--- config.mk ---
export PLATFORM = sky130hd
export DESIGN_NAME = uart_tx_framer
export DESIGN_NICKNAME = d
export VERILOG_FILES = /design/src/rtl/uart_tx_pkg.sv /design/src/rtl/uart_tx_capture.sv /design/src/rtl/uart_tx_seq.sv /design/src/rtl/uart_tx_line.sv /design/src/rtl/uart_tx_framer.sv
export SDC_FILE = /design/constraint.sdc
export NUM_CORES = 1
export LEC_CHECK = 0
export BUFFER_PORTS_ARGS = -buffer_cell sky130_fd_sc_hd__buf_2
export CORE_ASPECT_RATIO = 0.8
export CORE_MARGIN = 8
export CORE_UTILIZATION = 45
export CTS_BUF_LIST = sky130_fd_sc_hd__clkbuf_4
export DETAILED_ROUTE_END_ITERATION = 8
export PLACE_DENSITY = 0.65
export SKIP_LAST_GASP = 1
export SYNTH_ARGS = -nofsm -noshare
export SYNTH_HDL_FRONTEND = slang
export SYNTH_SLANG_ARGS = --single-unit
--- constraint.sdc ---
create_clock -name clk -period 2.1 [get_ports clk]
set_input_delay 0.105 -clock clk [delete_from_list [all_inputs] [get_ports clk]]
set_output_delay 0.105 -clock clk [all_outputs]
set_load 0.01 [all_outputs]
--- src/rtl/uart_tx_pkg.sv ---
// Shared types and constants for the UART transmit framer.
// Assumes characters of at most 8 bits and a 2-bit length select.
package uart_tx_pkg;
    localparam int CHAR_MAX = 8;
    localparam int IDX_W    = $clog2(CHAR_MAX);

    // Frame phases, in the order they are sent.
    typedef enum logic [2:0] {
        PH_IDLE,
        PH_START,
        PH_DATA,
        PH_PAR,
        PH_STOP
    } phase_t;

    // Format captured with each character.
    typedef struct packed {
        logic [1:0] len_sel;
        logic       par_en;
        logic       par_even;
        logic       par_stick;
        logic       stop_sel;
    } fmt_t;
endpackage

--- src/rtl/uart_tx_capture.sv ---
// Captures the character and its format when a load is accepted, masks
// the data to the selected length and derives the parity bit.
// Assumes 'take' is asserted only when the framer is idle.
module uart_tx_capture
    import uart_tx_pkg::*;
(
    input  logic                clk,
    input  logic                rst_n,
    input  logic                take,
    input  logic [CHAR_MAX-1:0] din,
    input  fmt_t                fmt_in,
    output fmt_t                fmt_q,
    output logic [CHAR_MAX-1:0] data_q,
    output logic                par_bit
);
    logic [CHAR_MAX-1:0] mask;
    logic                ones_odd;

    // Keep the low 5 + len_sel bits of the offered character.
    always_comb begin
        for (int i = 0; i < CHAR_MAX; i++) begin
            mask[i] = (i < 5 + int'(fmt_in.len_sel));
        end
    end

    // Hold the character and its format for the whole frame.
    always_ff @(posedge clk) begin
        if (!rst_n) begin
            fmt_q  <= '0;
            data_q <= '0;
        end else if (take) begin
            fmt_q  <= fmt_in;
            data_q <= din & mask;
        end
    end

    // Parity bit: stick value or computed even/odd parity.
    always_comb begin
        ones_odd = ^data_q;
        if (fmt_q.par_stick) begin
            par_bit = ~fmt_q.par_even;
        end else if (fmt_q.par_even) begin
            par_bit = ones_odd;
        end else begin
            par_bit = ~ones_odd;
        end
    end
endmodule

--- src/rtl/uart_tx_seq.sv ---
// Frame sequencer: counts oversampling ticks within each bit and walks
// through start, data, parity and stop phases.
// Assumes the format inputs are stable (captured) while not idle.
module uart_tx_seq
    import uart_tx_pkg::*;
#(
    parameter int OVS = 16
) (
    input  logic             clk,
    input  logic             rst_n,
    input  logic             tick,
    input  logic             take,
    input  fmt_t             fmt,
    output phase_t           phase,
    output logic [IDX_W-1:0] bit_idx
);
    localparam int CNT_W = $clog2(2 * OVS);
    localparam int LEN_W = CNT_W + 1;
    localparam logic [LEN_W-1:0] BIT_TICKS  = LEN_W'(OVS);
    localparam logic [LEN_W-1:0] HALF_TICKS = LEN_W'(OVS / 2);

    logic [CNT_W-1:0] tcnt;
    logic [LEN_W-1:0] bit_len;
    logic [IDX_W-1:0] last_idx;
    logic             bit_end;

    // Length of the current bit in ticks; the stop phase may be stretched.
    always_comb begin
        if (phase == PH_STOP && fmt.stop_sel) begin
            bit_len = (fmt.len_sel == 2'd0) ? BIT_TICKS + HALF_TICKS
                                            : BIT_TICKS + BIT_TICKS;
        end else begin
            bit_len = BIT_TICKS;
        end
        last_idx = IDX_W'(4 + int'(fmt.len_sel));
        bit_end  = tick && ({1'b0, tcnt} == bit_len - 1'b1);
    end

    // Phase, bit index and tick counter update.
    always_ff @(posedge clk) begin
        if (!rst_n) begin
            phase   <= PH_IDLE;
            tcnt    <= '0;
            bit_idx <= '0;
        end else if (phase == PH_IDLE) begin
            tcnt    <= '0;
            bit_idx <= '0;
            if (take) begin
                phase <= PH_START;
            end
        end else if (tick) begin
            if (!bit_end) begin
                tcnt <= tcnt + 1'b1;
            end else begin
                tcnt <= '0;
                unique case (phase)
                    PH_START: begin
                        phase   <= PH_DATA;
                        bit_idx <= '0;
                    end
                    PH_DATA: begin
                        if (bit_idx == last_idx) begin
                            phase <= fmt.par_en ? PH_PAR : PH_STOP;
                        end else begin
                            bit_idx <= bit_idx + 1'b1;
                        end
                    end
                    PH_PAR:  phase <= PH_STOP;
                    PH_STOP: phase <= PH_IDLE;
                    default: phase <= PH_IDLE;
                endcase
            end
        end
    end
endmodule

--- src/rtl/uart_tx_line.sv ---
// Output stage: chooses the line level for the current phase and applies
// the break override. Registered so the pin is free of glitches.
// Assumes bit_idx is valid whenever the phase is PH_DATA.
module uart_tx_line
    import uart_tx_pkg::*;
(
    input  logic                clk,
    input  logic                rst_n,
    input  phase_t              phase,
    input  logic [IDX_W-1:0]    bit_idx,
    input  logic [CHAR_MAX-1:0] data,
    input  logic                par_bit,
    input  logic                brk,
    output logic                txd
);
    logic level;

    // Line level for the phase in progress.
    always_comb begin
        unique case (phase)
            PH_START: level = 1'b0;
            PH_DATA:  level = data[bit_idx];
            PH_PAR:   level = par_bit;
            default:  level = 1'b1;
        endcase
    end

    // Register the pin; break wins over the frame.
    always_ff @(posedge clk) begin
        if (!rst_n) begin
            txd <= 1'b1;
        end else begin
            txd <= level & ~brk;
        end
    end
endmodule

--- src/rtl/uart_tx_framer.sv ---
// Top of the UART transmit framer. A load accepted while idle captures the
// character and its format and starts a frame. Bit timing follows an
// external strobe of OVS pulses per bit. Break forces only the pin.
module uart_tx_framer
    import uart_tx_pkg::*;
#(
    parameter int OVS = 16
) (
    input  logic       clk,
    input  logic       rst_n,
    input  logic       tick_16x,
    input  logic       load,
    input  logic [7:0] load_data,
    input  logic [1:0] len_sel,
    input  logic       par_en,
    input  logic       par_even,
    input  logic       par_stick,
    input  logic       stop_sel,
    input  logic       brk,
    output logic       txd,
    output logic       busy
);
    phase_t              phase;
    logic [IDX_W-1:0]    bit_idx;
    fmt_t                fmt_in, fmt_q;
    logic [CHAR_MAX-1:0] data_q;
    logic                par_bit;
    logic                take;

    // Gather the format inputs and qualify the load with idle.
    always_comb begin
        fmt_in.len_sel   = len_sel;
        fmt_in.par_en    = par_en;
        fmt_in.par_even  = par_even;
        fmt_in.par_stick = par_stick;
        fmt_in.stop_sel  = stop_sel;
        take             = load && (phase == PH_IDLE);
        busy             = (phase != PH_IDLE);
    end

    uart_tx_capture u_cap (
        .clk     (clk),
        .rst_n   (rst_n),
        .take    (take),
        .din     (load_data),
        .fmt_in  (fmt_in),
        .fmt_q   (fmt_q),
        .data_q  (data_q),
        .par_bit (par_bit)
    );

    uart_tx_seq #(.OVS(OVS)) u_seq (
        .clk     (clk),
        .rst_n   (rst_n),
        .tick    (tick_16x),
        .take    (take),
        .fmt     (fmt_q),
        .phase   (phase),
        .bit_idx (bit_idx)
    );

    uart_tx_line u_line (
        .clk     (clk),
        .rst_n   (rst_n),
        .phase   (phase),
        .bit_idx (bit_idx),
        .data    (data_q),
        .par_bit (par_bit),
        .brk     (brk),
        .txd     (txd)
    );
endmodule

==> summary.txt <==
GR Util All Layers - 0.125
DR pass1 iterations - 4
VDD IR max - 0.000389 V
endpoints failing setup - 0
Crit path max-delay family - compound AO/OA/AOI/OAI gates
kind of end point of the critical path - register
Seq/Total Area, Yosys - 0.369
setup TNS - 0 ps
number of fill cells in the layout - 291
CP bufs+invs - 0
Placed Instances - 212
hold slack - 14.0 ps
pre-CTS WS - 194 ps
CTS Buffer Depth - 2
Synth top area share - 0.369
Lkg Pwr - 0.565 nW
fmax - 520 MHz
synthesized area - 1410 um^2
Die Span X - 78.6 um
register bit total from synthesis - 26
fin crit period - 1920 ps
max-slew violation count - 0
NumNets Final - 199
ranking of synthesized cells by area - dfxtp_1, nand2_1, a21boi_0
Rows - 18
post-CTS sizing - 0
Core ar. - 3040 um^2
via count - 1,164
DRT antenna net count - 0
Final GP Congestion - 0.859
area delta synth->final - 11.6%
asr flop ratio synth - 0
max_cap viols - 0
Clock Latency Late Sink - 320 ps
DP Wirelength - 2.27 mm
Initial Util - 0.464
Yosys warnings - 0
RSZ-0062 raised after global routing - no
Cell variety after synth - 41
setup slack, reg-to-reg - 180 ps
# DRC - 0
drt initial violations - 67
CP Class - register to register
syn_area_per_cell - 9.04 um^2
Crit-path slowest cell - dfxtp_1
Total Wirelength - 2.92 mm
period utilization - 0.916
fin cells - 216
Max-Slew Margin vs Limit - 0.770
Worst Skew - 0.662 ps
Mapped Nets - 177
vias in the first global route - 1,161
critical path required time - 2330 ps
Startpoint Class - register
Fin. Hold Viols - 0
CTS Buf Count - 3
Critical Path AT - 2150 ps
total congestion overflow - 0
Worst-Margin Slew - 344 ps
first-pass GRT wire length - 5.31 mm
CTS tree - done
IO buf count - 20
Synth top cells by count - nand2_1, dfxtp_1, a21boi_0
status - complete, no violations
max incr delay on CP - 420 ps
initial antenna violation count - 0
Clock Sinks - 26
Top FF cell, synth - dfxtp_1
Hold Crit Class - input port to register
worst-path maximum fanout - 10
WL per Instance - 13.5 um
Mapped Cells - 156
leading cell type by number of instances after synthesis - nand2_1
H-Tree Depth - 1
largest area contributor in the netlist - dfxtp_1
final critical-path setup slack - 177 ps
IO Pins - 21
Die H - 66.1 um
Final Core Density - 0.518
largest net degree at the start of global routing - 24
crit-path cells - nand4bb_4, mux2i_2, o2111ai_4, o21ai_2, and2b_2, a32o_1
Reg clk slew, reported paths - 130 ps
antenna fix cells - 0
Post-synth EDFFs - 0
proportion of layout cells with a drive suffix above 1 - 0.210
Die Area - 5190 um^2
Vias/cell - 5.39
Power Dens Cells - 672 nW/um^2
CTS Root Cell - clkbuf_4
==> cell type report <==
cell class              count  area (um^2)  area share
well taps                  40         50.0      0.0318
multi-input cells         120          837       0.532
flip-flops and latches     26          520       0.331
repair buffers             24          133      0.0843
clock buffers               3         22.5      0.0143
inverters                   3         11.3     0.00715
==> layer usage <==
metal | wire [um] | vias up | part of all wire | GRT usage
li1 | - | 589 | - | -
met1 | 1400 | 536 | 0.48 | 0.163
met2 | 1280 | 37 | 0.44 | 0.195
met3 | 214 | 2 | 0.073 | 0.0435
met4 | 21 | 0 | 0.0072 | 0.0253
met5 | 0 | - | 0 | 0
==> cells by family after synthesis <==
| family | after synthesis | synth area share |
|---|---|---|
| adders and majority gates | 2 | 0.0177 |
| muxes | 6 | 0.0639 |
| xor gates and xnor gates | 12 | 0.0745 |
| buffers and inverters | 10 | 0.0373 |
| DFF | 26 | 0.369 |
| AOI/OAI and AO/OA | 34 | 0.185 |
| and+or+nand+nor | 66 | 0.252 |
==> metrics by stage <==
step	cell area [um^2]	power, mW
after global routing	1570	1.13
after global placement	1540	0.850
after floorplan	1410	0.779
final	1570	1.06
after detailed placement	1540	0.857
after CTS	1570	1.07
==> layout by cell type, fill, tap and decap left out, types with 2 or more instances in the layout <==
master    Yosys  layout
buf_2         0      20
nor2_1       10      10
a21boi_0     14      14
buf_4         2       3
inv_1         3       3
xnor2_1       7       7
xor2_1        5       5
nand2b_1      4       4
a21oi_1       4       4
o21ai_0       4       4
dfxtp_1      26      26
o211ai_1      2       2
mux2i_1       2       2
a32o_1        2       2
a31oi_1       2       2
ha_1          2       2
nand3_1       4       4
nand2_1      31      31
nand4_1       5       5
clkbuf_4      0       3
mux4_2        2       2
==> final timing paths <==
| path | from | cells past startpoint | endpoint |
|---|---|---|---|
| max | u_seq.phase[1] | 6 | u_seq.phase[1] |
| min | load_data[0] | 3 | u_cap.data_q[0] |
| max reg2reg | u_seq.phase[1] | 6 | u_seq.phase[1] |
| min reg2reg | u_cap.fmt_q[2] | 2 | u_cap.fmt_q[2] |
==> sequential cells by signal, summed over array words and instances (netlist names) <==
name,cells
u_seq.tcnt,5
u_seq.bit_idx,3
u_line.txd,1
u_seq.phase,3
u_cap.fmt_q,6
u_cap.data_q,8
==> where the power goes <==
group / total (mW) / internal, mW / switching, mW / leakage, nW
Clock: 0.212 / 0.0673 / 0.145 / 0.0138
Combinational: 0.272 / 0.124 / 0.148 / 0.339
Sequential: 0.573 / 0.530 / 0.0429 / 0.212
==> repair_timing <==
| item | in CTS | in global routing |
|---|---|---|
| buffers inserted | 0 | 0 |
| hold buffers | 1 | 0 |
| endpoints found under the hold margin | 1 | 0 |
==> worst reg2reg max path: stages (launching register included) <==
cell	delay, ps
dfxtp_1	420
nand4bb_4	300
mux2i_2	190
o2111ai_4	330
o21ai_2	120
and2b_2	220
a32o_1	250
(Power assumes the default switching activity.)
